$ cat src/rtl/vcsr_pkg.sv
// Package: addresses, read-select indices and the rounding-mode encoding
// shared by the vector control register file and its bench.
package vcsr_pkg;

    localparam int ADDR_W = 12;
    localparam int NSEL   = 7;

    // Read/write select index of each register
    localparam int S_START = 0;
    localparam int S_SAT   = 1;
    localparam int S_RM    = 2;
    localparam int S_CMP   = 3;
    localparam int S_VL    = 4;
    localparam int S_VTYPE = 5;
    localparam int S_VLENB = 6;

    localparam logic [ADDR_W-1:0] A_START = 12'h008;
    localparam logic [ADDR_W-1:0] A_SAT   = 12'h009;
    localparam logic [ADDR_W-1:0] A_RM    = 12'h00A;
    localparam logic [ADDR_W-1:0] A_CMP   = 12'h00F;
    localparam logic [ADDR_W-1:0] A_VL    = 12'hC20;
    localparam logic [ADDR_W-1:0] A_VTYPE = 12'hC21;
    localparam logic [ADDR_W-1:0] A_VLENB = 12'hC22;

    // Bit position of the rounding mode inside the composite register
    localparam int CMP_RM_LSB = 1;

    typedef enum logic [1:0] {
        RM_NEAR_UP   = 2'd0,
        RM_NEAR_EVEN = 2'd1,
        RM_DOWN      = 2'd2,
        RM_ODD       = 2'd3
    } rnd_mode_e;

endpackage

$ cat src/rtl/vcsr_decode.sv
// Module: vcsr_decode
// Turns a CSR address into a one-hot select, with one bit per register.
// Assumes that the listed addresses are distinct. An unlisted address
// gives an all-zero select.
module vcsr_decode
    import vcsr_pkg::*;
(
    input  logic [ADDR_W-1:0] addr,
    output logic [NSEL-1:0]   sel
);

    localparam logic [ADDR_W-1:0] ADDR_TBL [NSEL] = '{
        A_START, A_SAT, A_RM, A_CMP, A_VL, A_VTYPE, A_VLENB
    };

    // One comparator per register address
    for (genvar i = 0; i < NSEL; i++) begin : g_cmp
        assign sel[i] = (addr == ADDR_TBL[i]);
    end

endmodule

$ cat src/rtl/vcsr_fixpt.sv
// Module: vcsr_fixpt
// Stores the sticky saturation flag and the rounding mode. The composite
// register writes both fields at once. A datapath saturation event takes
// priority over a same-cycle CSR write to the flag.
module vcsr_fixpt
    import vcsr_pkg::*;
(
    input  logic      clk,
    input  logic      rst_n,
    input  logic      wr_sat,
    input  logic      wr_rm,
    input  logic      wr_cmp,
    input  logic [2:0] wdata_lo,
    input  logic      sat_set,
    output logic      sat_q,
    output rnd_mode_e rm_q
);

    logic      sat_d;
    rnd_mode_e rm_d;

    // Next value of the saturation flag: CSR write first, then the sticky set on top
    always_comb begin
        sat_d = sat_q;
        if (wr_sat || wr_cmp) begin
            sat_d = wdata_lo[0];
        end
        if (sat_set) begin
            sat_d = 1'b1;
        end
    end

    // Next rounding mode, from the plain register or from the composite field
    always_comb begin
        rm_d = rm_q;
        if (wr_rm) begin
            rm_d = rnd_mode_e'(wdata_lo[1:0]);
        end else if (wr_cmp) begin
            rm_d = rnd_mode_e'(wdata_lo[CMP_RM_LSB +: 2]);
        end
    end

    // State update with synchronous reset
    always_ff @(posedge clk) begin
        if (!rst_n) begin
            sat_q <= 1'b0;
            rm_q  <= RM_NEAR_UP;
        end else begin
            sat_q <= sat_d;
            rm_q  <= rm_d;
        end
    end

    // a saturation event always leaves the flag set
    a_r8_sat_sticky: assert property (@(posedge clk) disable iff (!rst_n)
        sat_set |=> sat_q);

    // the flag cannot fall without a CSR write
    a_r8_no_silent_clear: assert property (@(posedge clk) disable iff (!rst_n)
        (sat_q && !wr_sat && !wr_cmp) |=> sat_q);

    // the rounding mode changes only on a write
    a_r2_rm_hold: assert property (@(posedge clk) disable iff (!rst_n)
        (!wr_rm && !wr_cmp) |=> $stable(rm_q));

endmodule

$ cat src/rtl/vcsr_cfg.sv
// Module: vcsr_cfg
// Stores the start index, the vector length and the vector type. The
// length and type change only through the configuration strobe, which also
// clears the start index. Reset applies the illegal configuration: the type
// word has only its top bit set and the length is zero.
module vcsr_cfg #(
    parameter int XLEN    = 32,
    parameter int START_W = 7,
    parameter int VL_W    = 8
) (
    input  logic               clk,
    input  logic               rst_n,
    input  logic               wr_start,
    input  logic [START_W-1:0] wdata_start,
    input  logic               cfg_we,
    input  logic [VL_W-1:0]    cfg_vl,
    input  logic [XLEN-1:0]    cfg_vtype,
    output logic [START_W-1:0] start_q,
    output logic [VL_W-1:0]    vl_q,
    output logic [XLEN-1:0]    vtype_q
);

    localparam logic [XLEN-1:0] VTYPE_ILLEGAL = {1'b1, {(XLEN-1){1'b0}}};

    // Start index: the configuration clear wins over a CSR write
    always_ff @(posedge clk) begin
        if (!rst_n) begin
            start_q <= '0;
        end else if (cfg_we) begin
            start_q <= '0;
        end else if (wr_start) begin
            start_q <= wdata_start;
        end
    end

    // Length and type, loaded only by the configuration unit
    always_ff @(posedge clk) begin
        if (!rst_n) begin
            vl_q    <= '0;
            vtype_q <= VTYPE_ILLEGAL;
        end else if (cfg_we) begin
            vl_q    <= cfg_vl;
            vtype_q <= cfg_vtype;
        end
    end

    // a configuration update clears the start index
    a_r9_start_cleared: assert property (@(posedge clk) disable iff (!rst_n)
        cfg_we |=> (start_q == '0));

    // without a configuration strobe the length and type hold
    a_r4_cfg_hold: assert property (@(posedge clk) disable iff (!rst_n)
        !cfg_we |=> ($stable(vl_q) && $stable(vtype_q)));

endmodule

$ cat src/rtl/vec_ctrl_regs.sv
// Module: vec_ctrl_regs
// Top of the vector control register file. It decodes the CSR address,
// routes write strobes to the storage modules and builds the same-cycle
// read data. Assumes VLEN is a power of two and at least 8.
module vec_ctrl_regs
    import vcsr_pkg::*;
#(
    parameter int XLEN = 32,
    parameter int VLEN = 128,
    parameter int START_W = $clog2(VLEN),
    parameter int VL_W    = $clog2(VLEN) + 1
) (
    input  logic               clk,
    input  logic               rst_n,
    input  logic [ADDR_W-1:0]  csr_addr,
    input  logic               csr_we,
    input  logic [XLEN-1:0]    csr_wdata,
    output logic [XLEN-1:0]    csr_rdata,
    input  logic               sat_set,
    input  logic               cfg_we,
    input  logic [VL_W-1:0]    cfg_vl,
    input  logic [XLEN-1:0]    cfg_vtype,
    output logic [1:0]         cur_rm,
    output logic               cur_sat,
    output logic [START_W-1:0] cur_start,
    output logic [VL_W-1:0]    cur_vl,
    output logic               cur_vill
);

    localparam logic [XLEN-1:0] VLENB_VAL = XLEN'(VLEN / 8);

    logic [NSEL-1:0]    sel;
    logic [NSEL-1:0]    wr;
    logic               sat_q;
    rnd_mode_e          rm_q;
    logic [START_W-1:0] start_q;
    logic [VL_W-1:0]    vl_q;
    logic [XLEN-1:0]    vtype_q;
    logic [XLEN-1:0]    fld [NSEL];

    vcsr_decode u_decode (
        .addr (csr_addr),
        .sel  (sel)
    );

    // Write strobes: a select gated by the write enable
    assign wr = sel & {NSEL{csr_we}};

    vcsr_fixpt u_fixpt (
        .clk      (clk),
        .rst_n    (rst_n),
        .wr_sat   (wr[S_SAT]),
        .wr_rm    (wr[S_RM]),
        .wr_cmp   (wr[S_CMP]),
        .wdata_lo (csr_wdata[2:0]),
        .sat_set  (sat_set),
        .sat_q    (sat_q),
        .rm_q     (rm_q)
    );

    vcsr_cfg #(
        .XLEN    (XLEN),
        .START_W (START_W),
        .VL_W    (VL_W)
    ) u_cfg (
        .clk         (clk),
        .rst_n       (rst_n),
        .wr_start    (wr[S_START]),
        .wdata_start (csr_wdata[START_W-1:0]),
        .cfg_we      (cfg_we),
        .cfg_vl      (cfg_vl),
        .cfg_vtype   (cfg_vtype),
        .start_q     (start_q),
        .vl_q        (vl_q),
        .vtype_q     (vtype_q)
    );

    // Read value of each register, zero-extended to XLEN
    always_comb begin
        fld[S_START] = XLEN'(start_q);
        fld[S_SAT]   = XLEN'(sat_q);
        fld[S_RM]    = XLEN'(rm_q);
        fld[S_CMP]   = XLEN'({rm_q, sat_q});
        fld[S_VL]    = XLEN'(vl_q);
        fld[S_VTYPE] = vtype_q;
        fld[S_VLENB] = VLENB_VAL;
    end

    // AND-OR read multiplexer; an unlisted address gives zero
    always_comb begin
        csr_rdata = '0;
        for (int i = 0; i < NSEL; i++) begin
            csr_rdata = csr_rdata | (fld[i] & {XLEN{sel[i]}});
        end
    end

    // Current state driven to the datapath
    assign cur_rm    = rm_q;
    assign cur_sat   = sat_q;
    assign cur_start = start_q;
    assign cur_vl    = vl_q;
    assign cur_vill  = vtype_q[XLEN-1];

    // the composite read agrees with the separate flag and mode outputs
    a_r6_cmp_view: assert property (@(posedge clk) disable iff (!rst_n)
        (csr_addr == A_CMP) |-> (csr_rdata[0] == cur_sat &&
                                 csr_rdata[2:1] == cur_rm &&
                                 csr_rdata[XLEN-1:3] == '0));

    // the byte-length register reads constant
    a_r5_vlenb_const: assert property (@(posedge clk) disable iff (!rst_n)
        (csr_addr == A_VLENB) |-> (csr_rdata == VLENB_VAL));

endmodule

$ cat config.mk
export PLATFORM = sky130hd
export DESIGN_NAME = vec_ctrl_regs
export DESIGN_NICKNAME = d
export VERILOG_FILES = /design/src/rtl/vcsr_pkg.sv /design/src/rtl/vcsr_decode.sv /design/src/rtl/vcsr_fixpt.sv /design/src/rtl/vcsr_cfg.sv /design/src/rtl/vec_ctrl_regs.sv
export SDC_FILE = /design/constraint.sdc
export NUM_CORES = 1
export LEC_CHECK = 0
export ABC_CLOCK_PERIOD_IN_PS = 6620
export BUFFER_PORTS_ARGS = -buffer_cell sky130_fd_sc_hd__buf_2
export CAP_MARGIN = 20
export CORE_ASPECT_RATIO = 2
export CORE_MARGIN = 2
export CORE_UTILIZATION = 30
export CTS_CLUSTER_SIZE = 8
export DETAILED_ROUTE_END_ITERATION = 8
export PLACE_DENSITY_LB_ADDON = 0.1
export RECOVER_POWER = 25
export SKIP_CTS_REPAIR_TIMING = 1
export SYNTH_ARGS = -nofsm -noshare
export SYNTH_HDL_FRONTEND = slang
export SYNTH_HIERARCHICAL = 1
export SYNTH_SLANG_ARGS = --single-unit
$ cat constraint.sdc
create_clock -name clk -period 6.62 [get_ports clk]
set_clock_uncertainty 0.2 [all_clocks]
set_input_delay 1.324 -clock clk [delete_from_list [all_inputs] [get_ports clk]]
set_output_delay 1.324 -clock clk [all_outputs]
set_load 0.05 [all_outputs]
After elaboration in Yosys (flattened, before gate mapping). Index checks and enable logic that the tools add are counted.

Register bits: 50. Output and inout bits: 51. Logic and storage cells: 34.

Equal/unequal tests: 7. Multiplexer cells: 4. Bitwise operators: 14. Reduce and logical (&&, ||, !) cells: 4.

Operator list (number): OR 32 bit (5); == test 12 x 4 -> 1 bit (second input constant) (4); == test 12 bit (second input constant) (3); bitwise AND 1 x 32 -> 32 bit (1); bitwise AND 2 x 32 -> 32 bit (1); bitwise AND 3 x 32 -> 32 bit (1); bitwise AND 32 bit (1); bitwise AND 7 x 32 -> 32 bit (1); bitwise AND 8 x 32 -> 32 bit (1); OR 32 x 5 -> 32 bit (1); bitwise AND 4 bit (1); two-way mux 2 bit (2); nonzero test 2 bit (2); two-way mux 1 bit (2); OR reduction 2 bit (1); logical OR 1 bit (1); NOT 1 bit (1).

Longest topological paths before layout. Gate-level depths: netlist of run 1.

Depth after elaboration: 8. Mapped depth: 7. Mapped depth without buffers: 5.

Hierarchy. The synthesis of run 1 kept the hierarchy.

By module, submodules not included: vcsr_cfg (times used 1, cells each 152, area each 1790.5 um^2, seq. area each 940.9 um^2); vec_ctrl_regs (times used 1, cells each 52, area each 339.1 um^2, seq. area each 0.0 um^2); vcsr_fixpt (times used 1, cells each 12, area each 136.4 um^2, seq. area each 60.1 um^2); vcsr_decode (times used 1, cells each 17, area each 116.4 um^2, seq. area each 0.0 um^2).

Worst setup path after synthesis of run 1. Ideal clock, no wire load.

Path type: input-to-output. Start point: in csr_addr[1]. End point: out csr_rdata[1]. Arrival: 3156 ps. Slack: 1940 ps. Stages: 4. Path buffers: 0. Cell sequence: or4_4 > nor4_1 > a222oi_1 > nand2_1.

Longest elaborated chain between the ends: 8.

RTL lines: from (decl) (line vec_ctrl_regs.sv:15) `input logic [ADDR_W-1:0] csr_addr,`; == test 12 x 4 -> 1 bit (line vcsr_decode.sv:18) `assign sel[i] = (addr == ADDR_TBL[i]);`; via sel[0] (line vec_ctrl_regs.sv:32) `logic [NSEL-1:0] sel;`; bitwise AND 7 x 32 -> 32 bit (line vec_ctrl_regs.sv:93) `csr_rdata = csr_rdata | (fld[i] & {XLEN{sel[i]}});`; OR 32 bit (5 in series) (line vec_ctrl_regs.sv:93); OR 32 x 5 -> 32 bit (line vec_ctrl_regs.sv:93); to (decl) (line vec_ctrl_regs.sv:18) `output logic [XLEN-1:0] csr_rdata,`.

The timed path passes the listed nets, and every way through them passes these cells.

Worst setup path in the final report of run 1.
Start point: in csr_addr[1]. End point: out csr_rdata[4].

RTL lines (line): == test 12 bit (vcsr_decode.sv:18); via sel[4] (vec_ctrl_regs.sv:32); bitwise AND 8 x 32 -> 32 bit (vec_ctrl_regs.sv:93); OR 32 bit (2 in series) (vec_ctrl_regs.sv:93); OR 32 x 5 -> 32 bit (vec_ctrl_regs.sv:93).

The timed path passes the listed nets, and every way through them passes these cells.

==> impl_metrics.py, run 1 <==
metrics = {
    "placed_design": {
        "gp_congestion": 0.696,
        "dp_hpwl_um": 4370,
        "dp.cells": 431,
        "pre_cts_slack_ns": 1.49,
        "port-buffer-count": 114,
    },
    "synth": {
        "yosysTopAreaCell": "dfxtp_1",
        "synthTopCellsByArea": "dfxtp_1, mux2i_1, nor2b_1",
        "synth_common_cells": "dfxtp_1, mux2i_1, nor2b_1, and2_1, nor2_1",
        "synth_edf_count": 0,
        "yosysSeqAreaShare_pct": 42.0,
        "ys_types": 30,
        "syn_nets": 322,
        "synthCells": 233,
        "synth.ff_latch_count": 50,
        "ys_warn_count": 6,
        "synth_top_flop_cell": "dfxtp_1",
        "synth_top_area_share_pct": 42.0,
        "syn_avg_cell_area_um2": 10.2,
        "syn_area_um2": 2380,
        "synth.most_common_cell": "dfxtp_1",
        "async_reset_ff_share_pct": 0,
    },
    "clock_tree": {
        "cts_tree": "done",
        "cts_sinks": 50,
        "clk_pin_slew_ns": 0.06,
        "ctsHtreeMaxLevel": 2,
        "root_buffer": "clkbuf_16",
        "clk_latency_ns": 0.29,
        "cts_buffers": 5,
        "clk_path_buf_depth": 2,
    },
    "pwr": {
        "powerDensity_nw_per_um2": 211,
        "ir_drop_v": 0.000112,
        "power_uw": 659,
        "p_leak_nw": 1.57,
    },
    "floorplanning": {
        "start_util_pct": 30.4,
        "ios": 140,
        "dieArea_um2": 8710,
        "die_width_um": 67.0,
        "fp-row-count": 46,
        "coreArea_um2": 7830,
        "die_h_um": 130,
    },
    "route": {
        "wl_um": 5980,
        "wl_per_cell_um": 13.6,
        "ant_nets": 0,
        "dr.first_iter.drc_count": 68,
        "via_count": 1996,
        "route.detailed.drc": 0,
        "first_pass_iters": 5,
        "routed_via_density": 4.55,
    },
    "sta": {
        "hold_viol_final": 0,
        "clock.fmax_ghz": 0.199,
        "worst_slew_pin_slew_ns": 2.88,
        "fin_tns_setup_ns": 0,
        "setup_slack_ns": 1.60,
        "finalSetupViolCount": 0,
        "maxSlewHeadroom_pct": -92.3,
        "rsz0062_at_grt": "false",
        "min_period_ns": 5.02,
        "maxSlewViolCount": 42,
        "period_share_pct": 75.9,
    },
    "critical_path": {
        "critPathMostFrequentCell": "buf_2",
        "crit_chain": "buf_2 > or4_4 > nor4_2 > a22oi_1 > nand2_1 > buf_2",
        "crit_fanout": 8,
        "slowest_delay_ns": 0.86,
        "crit_required_ns": 5.10,
        "slowest_stage": "nor4_2",
        "r2r_slack_ns": 5.34,
        "worstSetupEndpointType": "primary output",
        "r2r_end": "u_fixpt/sat_q",
        "worstSetupPathType": "in -> out",
        "cp.arrival_ns": 3.50,
        "ff2ff_path_depth": 2,
        "timing.rr.start": "u_fixpt/sat_q",
        "start_kind": "input port",
    },
    "final_layout": {
        "area_growth_pct": 31.1,
        "fin_nets": 431,
        "final_layout_size_suffix_gt1_share_pct": 38.2,
        "n_antenna_cell": 0,
        "layout.cells.non_filler": 439,
        "fin_util_pct": 39.9,
        "nFillCells": 823,
    },
    "hold_path": {
        "min_to": "u_cfg/vtype_q[31]",
        "min_from": "u_cfg/vtype_q[31]",
        "hold_path_class": "reg -> reg",
        "hold_path_depth": 2,
    },
    "global_routing": {
        "grt_usage_pct": 14.0,
        "gr-total-overflow": 0,
        "grt_pass1_vias": 1899,
        "grt_pass1_wl_um": 9180,
        "antenna_found_initial": 0,
        "grt_max_degree": 45,
    },
    "status": {
        "violations": "capacitance limit, slew limit",
        "status": "finished, violations left",
    },
    "run": {
        "drv_cap": 1,
    },
}
-- layout by cell type, fill, tap and decap left out --
cell and count:
a222oi_1 4, nand4b_1 1, or4b_4 1, o311a_1 1
nor4_2 2, or4_4 1, clkbuf_1 2, a22o_1 1
buf_4 2, inv_1 4, mux2_2 2, nand3_1 2
and2_1 28, nand2b_1 2, dfxtp_1 50, nor2_1 8
nor4_1 5, clkinv_2 1, nor2b_1 39, clkbuf_8 1
or2b_1 1, clkbuf_16 5, or3_1 2, nand2b_4 1
a22oi_1 6, buf_2 114, o21ai_0 1, nand2_1 4
mux2i_1 47, a21oi_1 1, or2_2 1, o211a_1 2
or4_1 1
-- state kept, by name, summed over array words and instances (netlist names) --
signal,flops
u_fixpt/rm_q,2
u_cfg/vtype_q,32
u_fixpt/sat_q,1
u_cfg/vl_q,8
u_cfg/start_q,7
-- worst max path at each step --
stage                     start           end  slack [ns]
global route        csr_addr[1]  csr_rdata[4]        1.35
finish              csr_addr[1]  csr_rdata[4]        1.60
floorplan           csr_addr[1]  csr_rdata[1]        1.94
detailed placement  csr_addr[1]  csr_rdata[4]        1.49
global placement    csr_addr[1]  csr_rdata[4]        1.52
CTS                 csr_addr[1]  csr_rdata[4]        1.49
-- critical path, delay by kind of cell --
kind                   cells  cell delay, ns
AND/OR/NAND/NOR            3            1.54
buffers and inverters      2            0.37
AO/OA/AOI/OAI              1            0.26
-- layout make-up --
type,count,area [um2],share of cell area [%]
multi-input combinational,164,1250,40.0
sequential,50,1000,32.0
timing repair buffer,117,589,18.9
clock buffer,7,143,4.57
tap,96,120,3.84
inverter,4,15.0,0.481
clock inverter,1,5.00,0.160
-- where the power goes --
part	leakage (nW)	total, mW	switching, mW	internal (mW)
sequential	0.411	0.324	0.00797	0.316
clock	0.0739	0.256	0.106	0.150
combinational	1.09	0.0798	0.0409	0.0389
-- logic make-up (layout without fill, tap and decap cells) --
family | Yosys count | in the layout | synth area share, %
buf+inv | 19 | 129 | 5.99
compound gates | 16 | 16 | 5.62
mux | 49 | 49 | 20.7
flops | 50 | 50 | 42.0
simple gates | 99 | 99 | 25.7
-- metrics by stage --
step           area, um2  hold WS, ns
5_1_grt             3120        0.326
2_1_floorplan       2380        0.274
3_5_place_dp        2980        0.283
6_report            3120        0.286
3_3_place_gp        2980        0.266
4_1_cts             3130        0.297
-- per-layer routing --
| metal | vias to the layer above | global-route usage, % | share of wire [%] |
|---|---|---|---|
| li1 | 1017 | - | - |
| met4 | 0 | 5.76 | 1.7 |
| met2 | 82 | 23.2 | 48 |
| met1 | 891 | 16.6 | 42 |
| met5 | - | 0 | 0 |
| met3 | 6 | 4.05 | 8.5 |
No activity file was read; power rests on OpenSTA's default activity.
==> run 2: changes to the inputs <==
- ABC_CLOCK_PERIOD_IN_PS: 6620 -> 4200
- clock period: 6.62 -> 4.2 ns (I/O delays scaled with it)
==> run 2 against run 1 <==
  * The flow still finishes with violations (capacitance limit, slew limit)
  * Utilization rose by 0.096 points
  * Total power rose by 58%
  * First-iteration DRC count fell by 54%
  * Global-route usage barely moved
==> impl_metrics.py, run 2 (synthesized netlist as in run 1, its figures left out) <==
metrics = {
    "sta": {
        "min_period_ns": 3.66,
        "clock.fmax_ghz": 0.273,
        "setup_slack_ns": 0.542,
        "fin_tns_setup_ns": 0,
        "hold-worst-slack_ns": 0.308,
        "finalSetupViolCount": 0,
        "maxSlewViolCount": 26,
        "maxSlewHeadroom_pct": -17.9,
        "rsz0062_at_grt": "false",
        "hold_viol_final": 0,
        "worst_slew_pin_slew_ns": 1.77,
        "period_share_pct": 87.1,
    },
    "critical_path": {
        "start_kind": "input port",
        "r2r_slack_ns": 2.92,
        "slowest_stage": "nor4_1",
        "cp.arrival_ns": 2.62,
        "ff2ff_path_depth": 2,
        "cp_num_buf_inv": 2,
        "crit_required_ns": 3.16,
        "worstSetupPathType": "in -> out",
        "crit_family": "simple AND/OR/NAND/NOR gates",
        "slowest_delay_ns": 0.56,
        "crit_fanout": 4,
        "worstSetupEndpointType": "primary output",
        "timing.rr.start": "u_fixpt/sat_q",
        "crit_chain": "buf_2 > or4b_4 > nor4_1 > o21ai_0 > nand3_1 > buf_2",
        "r2r_end": "u_fixpt/sat_q",
        "critPathMostFrequentCell": "buf_2",
    },
    "route": {
        "routed_via_density": 4.59,
        "wl_um": 5970,
        "via_count": 2021,
        "ant_nets": 0,
        "first_pass_iters": 4,
        "wl_per_cell_um": 13.6,
        "route.detailed.drc": 0,
        "dr.first_iter.drc_count": 31,
    },
    "final_layout": {
        "top_regs": "u_cfg/vtype_q (32), u_cfg/vl_q (8), u_cfg/start_q (7)",
        "area_growth_pct": 31.5,
        "final_layout_size_suffix_gt1_share_pct": 37.8,
        "final_cell_mix": "buf_2, dfxtp_1, mux2i_1",
        "largest-register": "u_cfg/vtype_q",
        "n_antenna_cell": 0,
        "fin_nets": 432,
        "fin_util_pct": 40.0,
        "final_common_cell": "buf_2",
        "largest_reg_flops": 32,
    },
    "placed_design": {
        "pre_cts_slack_ns": 0.499,
        "port-buffer-count": 114,
        "dp_hpwl_um": 4420,
        "gp_congestion": 0.702,
    },
    "global_routing": {
        "use_met3_pct": 4.40,
        "grt_use_met2_pct": 23.6,
        "gr-total-overflow": 0,
        "grt_pass1_wl_um": 9110,
        "grt_pass1_vias": 1919,
        "grt_usage_pct": 13.9,
        "grt_max_degree": 45,
        "antenna_found_initial": 0,
        "met1_usage_pct": 15.6,
        "gr-max-usage-layer": "met2",
    },
    "pwr": {
        "p_leak_nw": 1.57,
        "clkPwrFrac_pct": 39.1,
        "p_int_uw": 793,
        "power_switching_uw": 248,
        "combPwrFrac_pct": 11.8,
        "ir_drop_v": 0.000231,
        "powerDensity_nw_per_um2": 332,
        "swShare_pct": 23.8,
        "seqPwrFrac_pct": 49.0,
    },
    "hold_path": {
        "min_from": "u_cfg/vtype_q[10]",
        "min_to": "u_cfg/vtype_q[10]",
        "hold_path_class": "reg -> reg",
        "hold_path_depth": 2,
    },
    "floorplanning": {
        "fp-row-count": 46,
        "dieArea_um2": 8710,
        "die_h_um": 130,
        "start_util_pct": 30.4,
        "die_width_um": 67.0,
        "coreArea_um2": 7830,
        "ios": 140,
    },
    "clock_tree": {
        "root_buffer": "clkbuf_16",
        "ctsHtreeMaxLevel": 2,
        "clk_latency_ns": 0.29,
        "cts_tree": "done",
        "cts_sinks": 50,
        "clk_pin_slew_ns": 0.06,
        "clk_path_buf_depth": 2,
        "cts_buffers": 5,
    },
    "status": {
        "status": "finished, violations left",
        "violations": "capacitance limit, slew limit",
    },
    "run": {
        "drv_cap": 1,
    },
}
==> run 2: final cells by class <==
class                   count  area, um2
fillers                   852       4700
multi-input cells         164       1250
flip-flops and latches     50       1000
repair buffers            118        597
clock buffers               7        143
well taps                  96        120
inverters                   4       15.0
clock inverters             1       5.00
==> run 2: worst register-to-register path, stage by stage, from the launching register on <==
cell and delay [ns]:
dfxtp_1 0.32, or4_1 0.52, o311a_1 0.14
==> run 2: power groups by stage <==
stage | logic, mW | clock network, mW | registers [mW]
global placement | 0.121 | 0 | 0.520
global route | 0.134 | 0.442 | 0.512
finish | 0.123 | 0.407 | 0.510
floorplan | 0.0626 | 0 | 0.537
detailed placement | 0.124 | 0 | 0.521
CTS | 0.125 | 0.429 | 0.510
==> run 2: worst max-delay path by stage <==
stage	startpoint	endpoint	slack, ns	cells after the start
2_1_floorplan	csr_addr[1]	csr_rdata[1]	0.49	4
3_3_place_gp	csr_addr[5]	csr_rdata[0]	0.49	6
3_5_place_dp	csr_addr[5]	csr_rdata[0]	0.50	6
4_1_cts	csr_addr[5]	csr_rdata[0]	0.50	6
5_1_grt	csr_addr[5]	csr_rdata[0]	0.36	6
6_report	csr_addr[5]	csr_rdata[0]	0.54	6
==> run 2: layer usage <==
metal	vias to the layer above	routed length, um
li1	1020	-
met1	914	2430
met2	80	2950
met3	7	484
met4	0	108
met5	-	0
==> run 2: metrics by stage <==
stage          instance area [um2]  total power [mW]  cells
2_1_floorplan                 2380             0.600    233
3_3_place_gp                  2990             0.641    432
3_5_place_dp                  2990             0.645    432
4_1_cts                       3140              1.06    440
5_1_grt                       3130              1.09    440
6_report                      3130              1.04    440
==> run 3: changes to the inputs <==
- BUFFER_PORTS_ARGS: -buffer_cell sky130_fd_sc_hd__buf_2 -> not set
- CORE_MARGIN: 2 -> 3
- DONT_BUFFER_PORTS: not set -> 1
==> run 3 against run 2 <==
  * The run now ends clean
  * Sequential power is 4.3% higher
  * Clock-buffer cell count unchanged
  * Register-to-register slack got worse by 0.23 ns
  * Clock power down 6.1%
  * Combinational power shrank 59%
  * Global-route usage increased by 0.16 points
  * Sequential share of layout area grew 0.91 points
  * Die area grew 4.6%
  * Critical path type unchanged
  * Largest power group unchanged
==> impl_metrics.py, run 3 (synthesized netlist as in run 1, its figures left out) <==
metrics = {
    "pwr": {
        "ir_drop_v": 0.000194,
        "power_uw": 964,
        "p_int_uw": 750,
        "combPwrFrac_pct": 5.2,
        "swShare_pct": 22.3,
        "power_switching_uw": 215,
        "p_leak_nw": 1.28,
        "powerDensity_nw_per_um2": 317,
        "seqPwrFrac_pct": 55.2,
        "clkPwrFrac_pct": 39.6,
    },
    "sta": {
        "maxSlewViolCount": 0,
        "period_share_pct": 83.0,
        "hold_viol_final": 0,
        "maxSlewHeadroom_pct": 60.2,
        "hold-worst-slack_ns": 0.311,
        "setup_slack_ns": 0.716,
        "fin_tns_setup_ns": 0,
        "worst_slew_pin_slew_ns": 0.596,
        "clock.fmax_ghz": 0.287,
        "rsz0062_at_grt": "false",
        "finalSetupViolCount": 0,
        "min_period_ns": 3.48,
    },
    "clock_tree": {
        "clk_pin_slew_ns": 0.06,
        "clk_path_buf_depth": 2,
        "cts_sinks": 50,
        "root_buffer": "clkbuf_16",
        "cts_buffers": 5,
        "clk_latency_ns": 0.28,
        "ctsHtreeMaxLevel": 2,
        "cts_tree": "done",
    },
    "route": {
        "wl_per_cell_um": 17.7,
        "route.detailed.drc": 0,
        "route.met2.wl_um": 3570,
        "dr_wl_met3_um": 530,
        "via_count": 1741,
        "m1WireLength_um": 2110,
        "ant_nets": 0,
        "dr.first_iter.drc_count": 83,
        "routed_via_density": 4.89,
        "top_layer_used": "met4",
        "first_pass_iters": 5,
        "wl_um": 6310,
    },
    "final_layout": {
        "final_common_cell": "dfxtp_1",
        "largest_reg_flops": 32,
        "stdcell_area_um2": 3050,
        "area_growth_pct": 27.8,
        "top_regs": "u_cfg/vtype_q (32), u_cfg/vl_q (8), u_cfg/start_q (7)",
        "fin_nets": 351,
        "final_cell_mix": "dfxtp_1, mux2i_1, nor2b_1",
        "final_layout_size_suffix_gt1_share_pct": 19.1,
        "largest-register": "u_cfg/vtype_q",
        "n_antenna_cell": 0,
    },
    "floorplanning": {
        "start_util_pct": 31.1,
        "dieArea_um2": 9110,
        "fp-row-count": 45,
        "coreArea_um2": 7660,
        "ios": 140,
        "die_width_um": 69.0,
        "die_h_um": 132,
    },
    "critical_path": {
        "crit_fanout": 32,
        "ff2ff_path_depth": 2,
        "worstSetupPathType": "in -> out",
        "r2r_end": "u_fixpt/sat_q",
        "worstSetupEndpointType": "primary output",
        "r2r_slack_ns": 2.69,
        "cp.arrival_ns": 2.44,
        "start_kind": "input port",
        "timing.rr.start": "u_fixpt/sat_q",
        "crit_required_ns": 3.16,
    },
    "hold_path": {
        "hold_path_depth": 2,
        "hold_path_class": "reg -> reg",
        "min_from": "u_cfg/vtype_q[19]",
        "min_to": "u_cfg/vtype_q[19]",
    },
    "global_routing": {
        "grt_pass1_wl_um": 10100,
        "grt_usage_pct": 14.1,
        "grt_pass1_vias": 1812,
        "antenna_found_initial": 0,
        "gr-total-overflow": 0,
        "grt_max_degree": 45,
    },
    "placed_design": {
        "port-buffer-count": 0,
        "place_area_um2": 2910,
        "dp_hpwl_um": 4740,
        "gp_congestion": 0.685,
        "pre_cts_slack_ns": 0.696,
    },
    "status": {
        "status": "completed",
    },
    "run": {
        "drv_cap": 0,
    },
}
## run 3: how the worst max path moves through the flow
stage,endpoint,start,slack [ns]
after floorplan,csr_rdata[1],csr_addr[1],0.49
after global placement,csr_rdata[2],csr_addr[1],0.70
after detailed placement,csr_rdata[2],csr_addr[1],0.70
after CTS,csr_rdata[2],csr_addr[1],0.69
after global routing,csr_rdata[0],csr_addr[1],0.62
final,csr_rdata[2],csr_addr[1],0.72
## run 3: routing by layer
metal,vias up,global-route usage [%]
li1,857,-
met1,800,14.4
met2,78,26.2
met3,6,4.50
met4,0,5.22
met5,-,0
## run 3: critical path: stages
cell and delay (ns):
or4_4 0.55, nor4_2 0.25, buf_4 0.34, a22oi_1 0.15, nand2_1 0.15, buf_12 0.14
## run 3: metrics by stage
step | instances | util, %
finish | 356 | 39.8
global route | 356 | 39.8
CTS | 356 | 39.8
detailed placement | 349 | 38.0
global placement | 349 | 38.0
floorplan | 233 | -
## run 3: area by class of cell
class / instances / area, um2
timing repair buffer: 37 / 528
clock buffer: 7 / 133
inverter: 4 / 15.0
multi-input combinational: 164 / 1250
sequential: 50 / 1000
tap: 94 / 118
fill: 810 / 4610
## run 3: power by group through the flow
stage	logic, mW	clock network, mW	registers (mW)
floorplan	0.0626	0	0.537
detailed placement	0.0505	0	0.544
finish	0.0499	0.382	0.532
global placement	0.0492	0	0.543
CTS	0.0506	0.400	0.533
global route	0.0565	0.413	0.536
